--- config.mk ---
export PLATFORM = sky130hd
export DESIGN_NAME = nib_cpu
export DESIGN_NICKNAME = d
export VERILOG_FILES = /design/src/rtl/nib_pkg.sv /design/src/rtl/nib_alu.sv /design/src/rtl/nib_ptrstk.sv /design/src/rtl/nib_cpu.sv
export SDC_FILE = /design/constraint.sdc
export NUM_CORES = 1
export LEC_CHECK = 0
export BUFFER_PORTS_ARGS = -buffer_cell sky130_fd_sc_hd__buf_2
export CAP_MARGIN = 0
export CORE_MARGIN = 2
export CORE_UTILIZATION = 64
export DETAILED_ROUTE_END_ITERATION = 6
export HOLD_SLACK_MARGIN = 0.03
export PLACE_DENSITY = 0.86
export SLEW_MARGIN = 40
export SYNTH_ARGS = -nofsm -noshare
export SYNTH_HDL_FRONTEND = slang
export SYNTH_SLANG_ARGS = --single-unit
--- constraint.sdc ---
create_clock -name clk -period 4.53 [get_ports clk]
set_input_delay 0 -clock clk [delete_from_list [all_inputs] [get_ports clk]]
set_output_delay 0 -clock clk [all_outputs]
set_load 0.01 [all_outputs]
--- src/rtl/nib_pkg.sv ---
package nib_pkg;

  typedef enum logic [3:0] {
    OP_PFX, OP_NFX, OP_EXE, OP_LDK, OP_LDL, OP_LDN, OP_STL, OP_STN,
    OP_LDY, OP_STY, OP_BNE, OP_BPL, OP_BNC, OP_ADJ, OP_RTS, OP_JSR
  } dop_e;

  typedef enum logic [3:0] {
    IX_SWP, IX_XAB, IX_XCH, IX_RSV, IX_CLC, IX_SEC, IX_ADC, IX_SBC,
    IX_ROL, IX_ASL, IX_ROR, IX_ASR, IX_CPL, IX_AND, IX_ORL, IX_XOR
  } iop_e;

  typedef enum logic [2:0] {
    ST_BOOT, ST_FILL, ST_EXEC, ST_LDW, ST_RD2, ST_RDF, ST_WR2
  } st_e;

endpackage

--- src/rtl/nib_alu.sv ---
module nib_alu
  import nib_pkg::*;
#(
  parameter int DW = 8
) (
  input  iop_e          op,
  input  logic [DW-1:0] a,
  input  logic [DW-1:0] b,
  input  logic          c,
  output logic [DW-1:0] a_o,
  output logic [DW-1:0] b_o,
  output logic          c_o
);

  logic [DW:0] sum;

  always_comb begin
    a_o = a;
    b_o = b;
    c_o = c;
    sum = '0;
    case (op)
      IX_XAB: begin a_o = b; b_o = a; end
      IX_CLC: c_o = 1'b0;
      IX_SEC: c_o = 1'b1;
      IX_ADC: begin
        sum = {1'b0, a} + {1'b0, b} + {{DW{1'b0}}, c};
        a_o = sum[DW-1:0];
        c_o = sum[DW];
      end
      IX_SBC: begin
        sum = {1'b0, a} + {1'b0, ~b} + {{DW{1'b0}}, c};
        a_o = sum[DW-1:0];
        c_o = sum[DW];
      end
      IX_ROL: begin a_o = {a[DW-2:0], c};       c_o = a[DW-1]; end
      IX_ASL: begin a_o = {a[DW-2:0], 1'b0};    c_o = a[DW-1]; end
      IX_ROR: begin a_o = {c, a[DW-1:1]};       c_o = a[0];    end
      IX_ASR: begin a_o = {a[DW-1], a[DW-1:1]}; c_o = a[0];    end
      IX_CPL: a_o = ~a;
      IX_AND: a_o = a & b;
      IX_ORL: a_o = a | b;
      IX_XOR: a_o = a ^ b;
      default: ;
    endcase
  end

endmodule

--- src/rtl/nib_ptrstk.sv ---
module nib_ptrstk #(
  parameter int AW = 16
) (
  input  logic          clk,
  input  logic          rst_n,
  input  logic          ld,
  input  logic [AW-1:0] ld_val,
  input  logic          swap,
  output logic [AW-1:0] top
);

  logic [AW-1:0] top_q, bot_q, top_d, bot_d;

  always_comb begin
    top_d = top_q;
    bot_d = bot_q;
    if (swap) begin
      top_d = bot_q;
      bot_d = top_q;
    end else if (ld) begin
      top_d = ld_val;
    end
  end

  always_ff @(posedge clk or negedge rst_n) begin
    if (!rst_n) begin
      top_q <= '0;
      bot_q <= '0;
    end else begin
      top_q <= top_d;
      bot_q <= bot_d;
    end
  end

  assign top = top_q;

  assert_swap_exchanges_R4: assert property (@(posedge clk) disable iff (!rst_n)
    swap |=> (top_q == $past(bot_q)) && (bot_q == $past(top_q)));

endmodule

--- src/rtl/nib_cpu.sv ---
module nib_cpu
  import nib_pkg::*;
#(
  parameter int DW = 8,
  parameter int AW = 2 * DW
) (
  input  logic          clk,
  input  logic          rst_n,
  input  logic [AW-1:0] rst_ip,
  input  logic [AW-1:0] rst_wp,
  output logic [AW-1:0] mem_addr,
  output logic          mem_we,
  output logic [DW-1:0] mem_wdata,
  input  logic [DW-1:0] mem_rdata
);

  localparam int NB = 4;

  logic [1:0] rsync;
  logic       rst_s;

  always_ff @(posedge clk or negedge rst_n) begin
    if (!rst_n) rsync <= 2'b00;
    else        rsync <= {rsync[0], 1'b1};
  end
  assign rst_s = rsync[1];

  st_e           st, st_n;
  dop_e          cur, cur_n, dop;
  logic [AW-1:0] ip, ip_n, wp, wp_n, k, k_n, opd, np0, np_val;
  logic [DW-1:0] a, a_n, b, b_n, tmp, tmp_n, alu_a, alu_b;
  logic          c, c_n, alu_c, np_ld, np_swap;
  iop_e          iop;

  assign dop = dop_e'(mem_rdata[DW-1:DW-NB]);
  assign opd = {k[AW-NB-1:0], mem_rdata[NB-1:0]};
  assign iop = iop_e'(opd[NB-1:0]);

  nib_alu #(.DW(DW)) u_alu (
    .op(iop), .a(a), .b(b), .c(c), .a_o(alu_a), .b_o(alu_b), .c_o(alu_c)
  );

  nib_ptrstk #(.AW(AW)) u_ptr (
    .clk(clk), .rst_n(rst_s), .ld(np_ld), .ld_val(np_val), .swap(np_swap), .top(np0)
  );

  always_comb begin
    st_n = st;  cur_n = cur; ip_n = ip; wp_n = wp; k_n = k;
    a_n = a;    b_n = b;     c_n = c;   tmp_n = tmp;
    mem_addr = ip; mem_we = 1'b0; mem_wdata = a;
    np_ld = 1'b0; np_val = '0; np_swap = 1'b0;
    case (st)
      ST_BOOT: begin
        mem_addr = rst_ip;
        ip_n = rst_ip + AW'(1);
        wp_n = rst_wp;
        st_n = ST_EXEC;
      end
      ST_FILL: begin
        ip_n = ip + AW'(1);
        st_n = ST_EXEC;
      end
      ST_EXEC: begin
        ip_n  = ip + AW'(1);
        k_n   = '0;
        cur_n = dop;
        case (dop)
          OP_PFX: k_n = opd;
          OP_NFX: k_n = ~opd;
          OP_EXE: begin
            a_n = alu_a; b_n = alu_b; c_n = alu_c;
            if (iop == IX_SWP) np_swap = 1'b1;
            if (iop == IX_XCH) begin
              wp_n = {a, b};
              a_n  = wp[AW-1:DW];
              b_n  = wp[DW-1:0];
            end
          end
          OP_LDK: begin a_n = opd[DW-1:0]; b_n = a; end
          OP_LDL: begin mem_addr = wp + opd;  ip_n = ip; st_n = ST_LDW; end
          OP_LDN: begin mem_addr = np0 + opd; ip_n = ip; st_n = ST_LDW; end
          OP_STL: begin
            mem_addr = wp + opd; mem_we = 1'b1; ip_n = ip; st_n = ST_FILL;
          end
          OP_STN: begin
            mem_addr = np0 + opd; mem_we = 1'b1; ip_n = ip; st_n = ST_FILL;
          end
          OP_LDY: begin
            mem_addr = wp + opd; ip_n = ip; k_n = opd; st_n = ST_RD2;
          end
          OP_STY: begin
            mem_addr = wp + opd; mem_we = 1'b1; mem_wdata = np0[DW-1:0];
            ip_n = ip; k_n = opd; st_n = ST_WR2;
          end
          OP_BNE, OP_BPL, OP_BNC: begin
            if ((dop == OP_BNE && a != '0) || (dop == OP_BPL && !a[DW-1]) ||
                (dop == OP_BNC && !c)) begin
              mem_addr = ip + opd;
              ip_n     = ip + opd + AW'(1);
            end
          end
          OP_ADJ: wp_n = wp + opd;
          OP_RTS: begin
            mem_addr = wp + opd; wp_n = wp + opd; ip_n = ip; st_n = ST_RD2;
          end
          OP_JSR: begin
            mem_addr = wp - AW'(2); mem_we = 1'b1; mem_wdata = ip[DW-1:0];
            ip_n = ip; k_n = opd; st_n = ST_WR2;
          end
          default: ;
        endcase
      end
      ST_LDW: begin
        a_n = mem_rdata; b_n = a;
        ip_n = ip + AW'(1);
        st_n = ST_EXEC;
      end
      ST_RD2: begin
        tmp_n    = mem_rdata;
        mem_addr = (cur == OP_RTS) ? wp + AW'(1) : wp + k + AW'(1);
        st_n     = ST_RDF;
      end
      ST_RDF: begin
        k_n = '0;
        if (cur == OP_RTS) begin
          mem_addr = {mem_rdata, tmp};
          ip_n     = {mem_rdata, tmp} + AW'(1);
          wp_n     = wp + AW'(2);
        end else begin
          np_ld  = 1'b1;
          np_val = {mem_rdata, tmp};
          ip_n   = ip + AW'(1);
        end
        st_n = ST_EXEC;
      end
      ST_WR2: begin
        mem_we = 1'b1;
        k_n    = '0;
        if (cur == OP_JSR) begin
          mem_addr  = wp - AW'(1);
          mem_wdata = ip[AW-1:DW];
          wp_n      = wp - AW'(2);
          ip_n      = ip + k;
        end else begin
          mem_addr  = wp + k + AW'(1);
          mem_wdata = np0[AW-1:DW];
        end
        st_n = ST_FILL;
      end
      default: st_n = ST_BOOT;
    endcase
  end

  always_ff @(posedge clk or negedge rst_s) begin
    if (!rst_s) begin
      st <= ST_BOOT; cur <= OP_PFX;
      ip <= '0; wp <= '0; k <= '0;
      a <= '0; b <= '0; c <= 1'b0; tmp <= '0;
    end else begin
      st <= st_n; cur <= cur_n;
      ip <= ip_n; wp <= wp_n; k <= k_n;
      a <= a_n; b <= b_n; c <= c_n; tmp <= tmp_n;
    end
  end

  assert_operand_cleared_R2: assert property (@(posedge clk) disable iff (!rst_s)
    (st == ST_EXEC && dop inside {OP_LDK, OP_ADJ, OP_EXE, OP_BNE, OP_BPL, OP_BNC})
      |=> (k == '0));

  assert_ip_steps_R5: assert property (@(posedge clk) disable iff (!rst_s)
    (st == ST_EXEC && dop inside {OP_PFX, OP_NFX, OP_LDK, OP_ADJ, OP_EXE})
      |=> (ip == $past(ip) + AW'(1)));

  assert_call_drops_wp_R6: assert property (@(posedge clk) disable iff (!rst_s)
    (st == ST_WR2 && cur == OP_JSR) |=> (wp == $past(wp) - AW'(2)));

  assert_store_refills_R10: assert property (@(posedge clk) disable iff (!rst_s)
    (st == ST_EXEC && dop inside {OP_STL, OP_STN}) |=> (st == ST_FILL && !mem_we));

  assert_no_write_at_boot_R1: assert property (@(posedge clk) disable iff (!rst_s)
    (st == ST_BOOT) |-> !mem_we);

endmodule

Word level (Yosys, flattened, before mapping)
Index checks and enable logic that the tools add are counted.
Storage, ports and cells
  output and inout bits: 25
  flip-flop bits (word level): 114
  logic and storage cells: 167
  bits of input ports: 42
Cells by class
  reductions and logical operators: 39
  multiplexer cells: 43
  add/sub/neg operators: 18
  bitwise gates (word level): 6
  equality and inequality tests: 48
Operators with widths (count)
  $mux W16: 14
  $pmux W16 S5: 2
  $pmux W16 S2: 4
  $pmux W16 S4: 2
  $add A16 B1 Y16 const B: 6
  $pmux W8 S2: 6
  $pmux W8 S11: 1
  $add A16 B16 Y16: 5
  $eq A4 B4 Y1 const B: 18
  $eq A4 B3 Y1 const B: 8
  $mux W8: 4
  $pmux W3 S4: 2
  $reduce_or A2 Y1: 10
  $add A8 B8 Y9: 2
  $add A9 B1 Y9: 2
  $add A16 B2 Y16 const B: 1
  $not A16 Y16: 1
  $not A8 Y8: 2
  $sub A16 B1 Y16 const B: 1
  $sub A16 B2 Y16 const B: 1
  $ne A14 B3 Y1 const B: 1
  $ne A13 B3 Y1 const B: 1
  $eq A4 B2 Y1 const B: 3
  $reduce_and A3 Y1: 4
  33 further kinds: 53

Depth between registers and ports, before layout
Gate-level depths: netlist of the first run.
  word-level depth: 7
  gate-level depth with buffers: 14

Cells and area by module
From an unflattened synthesis of the first run, not the netlist that was laid out.
Unflattened totals
  cells, all modules: 2096
  area total of the unflattened synthesis: 15180.8 µm²
Modules (own cells, without submodules)
  nib_cpu: instances 1, cells an instance 1711, area an instance 12035.3 µm²
  nib_alu: instances 1, cells an instance 282, area an instance 1798.0 µm²
  nib_ptrstk: instances 1, cells an instance 103, area an instance 1347.5 µm²

Worst setup path after synthesis of the first run
No wires, ideal clock.
  path type: input port to flip-flop
  from: input port mem_rdata[1]
  to: register ip[12]
  cell stages on the path: 14
  setup time: 133 ps
  buffers on the path: 2
  setup slack: 1313 ps
  data arrival time: 3084 ps
  cell sequence: clkbuf_1 clkbuf_1 inv_1 fa_1 and2b_1 o2111a_1 a2111oi_4 xor2_2 nor3_2 nand4_2 nor3_1 xor2_1 a2111oi_1 a21oi_1
Between the ends
  longest elaborated chain between the ends: 5
  elaborated cells on any way between the ends: 7
  classes of those cells: 3 x add/sub; 4 x mux
Ends and longest elaborated chain
  from (decl): RTL line nib_cpu.sv:14  | input logic [DW-1:0] mem_rdata
  $add A16 B16 Y16: RTL line nib_cpu.sv:99  | ip_n = ip + opd + AW'(1);
  $add A16 B1 Y16: RTL line nib_cpu.sv:99
  $mux W16: RTL line nib_cpu.sv:96  | if ((dop == OP_BNE && a != '0) || (dop == OP_BPL && !a[DW-1]) ||
  $pmux W16 S2: RTL line nib_cpu.sv:67  | case (dop)
  $pmux W16 S5 *: RTL line nib_cpu.sv:52  | case (st)
  to (signal assigned): RTL line nib_cpu.sv:161  | ip <= ip_n; wp <= wp_n; k <= k_n;
  to (decl): RTL line nib_cpu.sv:30  | logic [AW-1:0] ip, ip_n, wp, wp_n, k, k_n, opd, np0, np_val;
Mark *: on every way between the ends. The rest lies on a longest branch, timed or not.
A chain may end at the register's enable or synchronous reset.

Worst setup path in the final report of the first run
  from: register wp[1]
  to: output port mem_addr[15]
Between the ends
  longest elaborated chain between the ends: 4
  elaborated cells on any way between the ends: 10
  classes of those cells: 6 x add/sub; 4 x mux
Ends and longest elaborated chain
  from (decl): RTL line nib_cpu.sv:30
  from (signal assigned): RTL line nib_cpu.sv:161
  $add A16 B16 Y16: RTL line nib_cpu.sv:120, nib_cpu.sv:145
  $add A16 B1 Y16: RTL line nib_cpu.sv:120, nib_cpu.sv:145
  $mux W16 (on tied branches): RTL line nib_cpu.sv:139, nib_cpu.sv:120
  $pmux W16 S5 *: RTL line nib_cpu.sv:52
  to (decl): RTL line nib_cpu.sv:11  | output logic [AW-1:0] mem_addr,
Marked as above.

==> run summary, run 1 <==
status - finished with violations
failing checks - design-rule violations
chip height - 156 microns
syn_nets - 2185
Peak VDD IR - 0.000435 V
Levels on crit path - 13
Fillers - 1768
Clk network pwr share - 0.108
number of remaining DRC errors - 3
vias in the first global route - 16300
Max Clock Skew - 15.5 ps
Gate power share - 0.697
Int Power - 5680 uW
period utilization - 0.917
Layout area overhead - 9.40%
antenna violations before repair - 1
Crit path top cell by count - a21oi_1
RR Startpoint - k[0]
Worst Tran Pin Value - 901 ps
crit path time final - 4150 ps
PortBufs - 66
cell count after synthesis - 2027
RSZ-0062 raised after global routing - false
Rows - 55
clock root cell - clkbuf_16
register area - 0.00286 sq mm
Mapped Area - 0.0148 sq mm
Slowest-stage cell, CP - nor3b_2
Final Max Tran Viols - 0
Yosys cell types - 98
Clock Sinks - 114
clk buf depth - 2
Top delay family on crit path - simple AND/OR/NAND/NOR gates
pwr dens - 846 mW/mm^2
first-pass GRT wire length - 96900 microns
Max Cap Viol - 0
dominant cells by area after synthesis - dfrtp_1, ha_1, nand2_1
Synth Register Bits - 114
sequential area share after synthesis - 0.193
ys async rst share - 1.00
post-cts resize count - 0
Reg2Reg Setup Slack - 800 ps
area of the multi-input gates - 0.0112 sq mm
clk slew on worst S/H paths - 80 ps
Critical Path RT - 4530 ps
Sw Ratio - 0.585
Reg-to-Reg End - ip[14]
ys flop type - dfrtp_1
clock insertion delay at the later pin of the skew report - 440 ps
largest net degree at the start of global routing - 61
die area - 0.0244 sq mm
nets - 2209
Sequential Power Share - 0.195
Final Hold Viols - 0
WL/cell - 27.7 microns
Worst setup EP type - primary output
vias per cell - 7.43
most common cell after layout, fill and taps aside - nand2_1
CP Max Fanout - 10
grt ovf - 0
Yosys top cell area share - 0.193
Iter 0 DRT Violations - 2867
DRT antenna net count - 0
All-Layer GR Usage - 0.531
synthesized area per cell - 7.30 sq um
Worst Hold Class - in2reg
crit path DAT - 4150 ps
Worst Setup EP - mem_addr[15]
startpoint types - flip-flop
Ports - 67
EDFF count, synth - 0
RePlAce Congestion - 1.11
Initial Util - 0.653
Crit path buffers/inverters - 2
crit path cell chain - inv_1 > ha_1 > nor3b_2 > nand2_2 > nor3_2 > nand2_1 > xor2_1 > o21ai_1 > a221oi_1 > a21oi_1 > a311oi_1 > a21oi_1 > buf_2
Setup TNS - 0 ps
core area - 0.0226 sq mm
slew margin rel. - 0.397
Ys Warns - 0
Critical path origin - wp[1]
CP max stage delay - 540 ps
Final setup viols - 0
CTS buffer count - 17
vias - 17500
die width - 156 microns
most frequent cells in the layout - nand2_1, nor2_1, o21ai_0, a21oi_1, dfrtp_1
Lkg Pwr - 0.00677 uW
depth of the CTS H-tree - 4
Hold Slack - 53.1 ps
final wirelength - 65100 microns
share of layout cells above drive strength 1 - 0.106
Worst R2R Path Depth - 12
switching power total - 8010 uW
CTS tree - built
dpl hpwl - 47400 microns
Synth area leader - dfrtp_1
Highest Clock Rate - 0.241 GHz
1st-pass router iterations - 7
kind of critical path - reg2out
[power groups by stage]
stage	logic (uW)	clock network, uW	registers, uW
2_1_floorplan	6630	0	1860
5_1_grt	10100	1480	2650
3_5_place_dp	8970	0	2570
3_3_place_gp	8770	0	2540
6_report	9550	1470	2680
4_1_cts	9050	1440	2540
[tightest hold or removal path, delay by kind of cell]
| family | cells | cell delay, ps |
|---|---|---|
| compound gates | 2 | 200 |
| buf+inv | 1 | 100 |
| mux | 1 | 160 |
[routing by layer]
layer / GRT usage / wire (microns) / up-vias
li1: - / - / 7466
met1: 0.670 / 22900 / 7977
met2: 0.757 / 26000 / 1595
met3: 0.186 / 10400 / 429
met4: 0.371 / 5880 / 0
met5: 0 / 0 / -
[cells in the mapped netlist, types with 12 or more instances]
cell,number
o21ai_0,174
nand4_1,14
and3_1,19
mux2i_1,25
a21oi_1,170
a31oi_1,20
nor2b_1,22
clkbuf_1,95
nand3_1,53
o22ai_1,33
nand2_1,273
nor3_1,45
buf_2,16
xor2_1,63
a21o_1,13
xnor2_1,94
nor2_1,195
a211oi_1,25
o221ai_1,28
a221o_1,12
ha_1,107
a22oi_1,20
o211ai_1,30
o21a_1,17
mux2_2,13
buf_1,17
inv_1,63
a221oi_1,31
dfrtp_1,114
nand2b_1,22
[through the flow]
step                setup WS [ps]  cell area (sq um)  utilization  cells  power, uW
finish                        377              16200        0.715   2350      13700
global route                  158              16200        0.715   2350      14300
CTS                           590              16200        0.714   2348      13000
detailed placement            971              15400        0.678   2295      11500
global placement             1030              15300        0.677   2295      11300
floorplan                    1120              14800            -   2027       8500
[final cells by class]
| cell class | instances | share of cell area |
|---|---|---|
| Antenna cell | 1 | 0.000155 |
| Sequential cell | 114 | 0.176 |
| Timing Repair Buffer | 135 | 0.0564 |
| Clock inverter | 15 | 0.0100 |
| Multi-Input combinational cell | 1718 | 0.693 |
| Tap cell | 285 | 0.0220 |
| Clock buffer | 17 | 0.0263 |
| Inverter | 65 | 0.0151 |
[worst min-delay path by stage]
| stage | start | end | slack (ps) | cells past startpoint |
|---|---|---|---|---|
| floorplan | rst_n | rsync[0] | -300 | 0 |
| global placement | rst_n | rsync[0] | -210 | 1 |
| detailed placement | rst_n | rsync[0] | -210 | 1 |
| CTS | rst_wp[5] | wp[5] | 40 | 4 |
| global route | rst_ip[0] | ip[0] | 80 | 3 |
| finish | rst_wp[5] | wp[5] | 50 | 4 |
[sequential cells by signal, indices dropped and copies added (netlist names)]
name	count
ip	16
k	16
u_ptr.bot_q	16
u_ptr.top	16
wp	16
a	8
b	8
tmp	8
cur	4
st	3
rsync	2
c	1
[cells by family after synthesis]
logic type                 after synthesis  synth area share
and+or+nand+nor                        711             0.219
AOI/OAI and AO/OA                      688             0.307
buffers and inverters                  195            0.0513
xor gates and xnor gates               162            0.0984
adders and majority gates              116             0.103
DFF                                    114             0.193
muxes                                   40            0.0291
other                                    1          0.000253
[repair_timing]
item | in CTS | in global routing
endpoints found under the hold margin | 22 | 0
hold buffers | 21 | 0
setup buffers | 0 | 0
No activity file was read; power rests on OpenSTA's default activity.
==> run 2: changes to the inputs <==
CORE_UTILIZATION = 65   (was 64)
CTS_BUF_LIST = sky130_fd_sc_hd__clkbuf_8   (was not set)
PLACE_DENSITY = 0.88   (was 0.86)
==> run 2 against run 1 <==
The run still ends with design-rule violations left. Via count decreased by 0.42%. Critical path depth increased by 1. Cell count about the same. Hold slack improved by 5.3 ps. Sequential power about the same. Design area decreased by 1.0%. Clock-buffer cell count unchanged. Sequential share of layout area increased by 0.18 points. Non-clock buffer count increased by 3. Routed wire length increased by 0.26%. Combinational power increased by 0.5%. Critical endpoint is now mem_addr[14].
==> run summary, run 2 (same netlist as run 1, synthesis figures left out) <==
Fillers - 1867 (was 1768)
chip height - 155 microns (was 156 microns)
PortBufs - 66 (unchanged)
Setup TNS - 0 ps (unchanged)
Peak VDD IR - 0.000429 V (was 0.000435 V)
pwr dens - 835 mW/mm^2 (was 846 mW/mm^2)
Initial Util - 0.657 (was 0.653)
die width - 155 microns (was 156 microns)
Layout area overhead - 8.30% (was 9.40%)
slew margin rel. - 0.370 (was 0.397)
depth of the CTS H-tree - 4 (unchanged)
Reg2Reg Setup Slack - 750 ps (was 800 ps)
vias per cell - 7.39 (was 7.43)
Clock Sinks - 114 (unchanged)
Highest Clock Rate - 0.236 GHz (was 0.241 GHz)
post-cts resize count - 0 (unchanged)
Final Hold Viols - 0 (unchanged)
CTS buffer count - 17 (unchanged)
startpoint types - flip-flop (unchanged)
crit path time final - 4240 ps (was 4150 ps)
RR Startpoint - k[0] (unchanged)
Worst R2R Path Depth - 12 (unchanged)
nets - 2212 (was 2209)
Iter 0 DRT Violations - 3208 (was 2867)
clock insertion delay at the later pin of the skew report - 490 ps (was 440 ps)
ant diodes - 0 (was 1)
Hold Path Stages - 4 (unchanged)
final wirelength - 65300 microns (was 65100 microns)
Worst Hold Class - in2reg (unchanged)
Critical path origin - wp[0] (was wp[1])
Critical Path RT - 4530 ps (about the same)
All-Layer GR Usage - 0.539 (was 0.531)
Rows - 55 (unchanged)
clock root cell - clkbuf_8 (was clkbuf_16)
WL/cell - 27.8 microns (was 27.7 microns)
RePlAce Congestion - 1.21 (was 1.11)
core area - 0.0225 sq mm (was 0.0226 sq mm)
dpl hpwl - 46900 microns (was 47400 microns)
Final Max Tran Viols - 0 (unchanged)
register area - 0.00286 sq mm (unchanged)
Max Clock Skew - 28.2 ps (was 15.5 ps)
Max Cap Viol - 0 (unchanged)
first-pass GRT wire length - 97700 microns (was 96900 microns)
pre-CTS WS - 976 ps (was 971 ps)
failing checks - design-rule violations (unchanged)
setup ws final - 288 ps (was 377 ps)
status - finished with violations (unchanged)
DRT antenna net count - 0 (unchanged)
CTS tree - built (unchanged)
period utilization - 0.936 (was 0.917)
crit path cell chain - ha_1 > inv_1 > fa_1 > nor2b_1 > o31a_1 > o21ai_0 > o21ai_0 > o21ai_0 > a2bb2oi_1 > o21ai_0 > a211oi_1 > o31ai_1 > o21a_1 > buf_2 (was inv_1 > ha_1 > nor3b_2 > nand2_2 > nor3_2 > nand2_1 > xor2_1 > o21ai_1 > a221oi_1 > a21oi_1 > a311oi_1 > a21oi_1 > buf_2)
RSZ-0062 raised after global routing - false (unchanged)
clk slew on worst S/H paths - 110 ps (was 80 ps)
most frequent cells in the layout - nand2_1, nor2_1, o21ai_0, a21oi_1, dfrtp_1 (unchanged)
share of layout cells above drive strength 1 - 0.104 (was 0.106)
die area - 0.0240 sq mm (was 0.0244 sq mm)
vias in the first global route - 16600 (was 16300)
largest net degree at the start of global routing - 52 (was 61)
Ports - 67 (unchanged)
Post-CTS Setup Bufs - 0 (unchanged)
crit path DAT - 4240 ps (was 4150 ps)
Design Power - 13400 uW (was 13700 uW)
kind of critical path - reg2out (unchanged)
Slowest-stage cell, CP - dfrtp_1 (was nor3b_2)
area of the multi-input gates - 0.0112 sq mm (about the same)
1st-pass router iterations - 7 (unchanged)
fin util - 0.712 (was 0.715)
clk buf depth - 2 (unchanged)
Worst setup EP type - primary output (unchanged)
Worst Setup EP - mem_addr[14] (was mem_addr[15])
number of remaining DRC errors - 19 (was 3)
Lkg Pwr - 0.00669 uW (was 0.00677 uW)
vias - 17400 (was 17500)
grt ovf - 0 (unchanged)
Reg-to-Reg End - ip[14] (unchanged)
CP max stage delay - 730 ps (was 540 ps)
CP Max Fanout - 14 (was 10)
most common cell after layout, fill and taps aside - nand2_1 (unchanged)
Worst Tran Pin Value - 945 ps (was 901 ps)
Final setup viols - 0 (unchanged)
Crit path top cell by count - o21ai_0 (was a21oi_1)
antenna violations before repair - 2 (was 1)
Hold Slack - 58.4 ps (was 53.1 ps)
run 2: changes by cell type in the layout (fill, tap and decap cells not counted), sizes merged:
cell	previous run	this run
diode	1	0
buf	114	111
dlygate4sd3	21	27
run 2: stage by stage:
stage / cell area (sq um) / cells
finish: 16000 / 2352
global route: 16000 / 2352
CTS: 16000 / 2352
detailed placement: 15300 / 2293
global placement: 15300 / 2293
floorplan: 14800 / 2027
run 2: worst min path at each step:
stage                     slack [ps]      start  endpoint
final                             60  rst_ip[1]     ip[1]
after CTS                         40  rst_ip[1]     ip[1]
after detailed placement        -210      rst_n  rsync[0]
after global placement          -210      rst_n  rsync[0]
after global routing              70  rst_ip[1]     ip[1]
after floorplan                 -300      rst_n  rsync[0]
run 2: metal layers:
layer	wire, microns	track usage	vias up
li1	-	-	7462
met1	22400	0.656	7927
met2	25800	0.746	1527
met3	10800	0.231	475
met4	6290	0.414	2
met5	59	0.0248	-
run 2: power breakdown:
group	internal (uW)	switching [uW]	leakage, uW
clock network	462	621	0.000198
registers	1430	1260	0.00140
logic	3460	6150	0.00509
run 2: critical path: cells and delay by family (launching register included):
| family | cells | cell delay [ps] |
|---|---|---|
| AO/OA/AOI/OAI | 9 | 1940 |
| buffers and inverters | 2 | 190 |
| adder cells (fa/ha/maj) | 2 | 740 |
| flip-flops | 1 | 730 |
| AND/OR/NAND/NOR | 1 | 170 |
run 2: final cells by class:
class	count	share of cell area
multi-input cells	1718	0.701
inverters	65	0.0152
clock inverters	15	0.0102
flip-flops and latches	114	0.178
well taps	285	0.0223
repair buffers	138	0.0586
clock buffers	17	0.0146
run 2: timing repair:
item	in CTS	in global routing
hold buffers	27	0
endpoints found under the hold margin	33	0
endpoints found under the setup margin	0	0
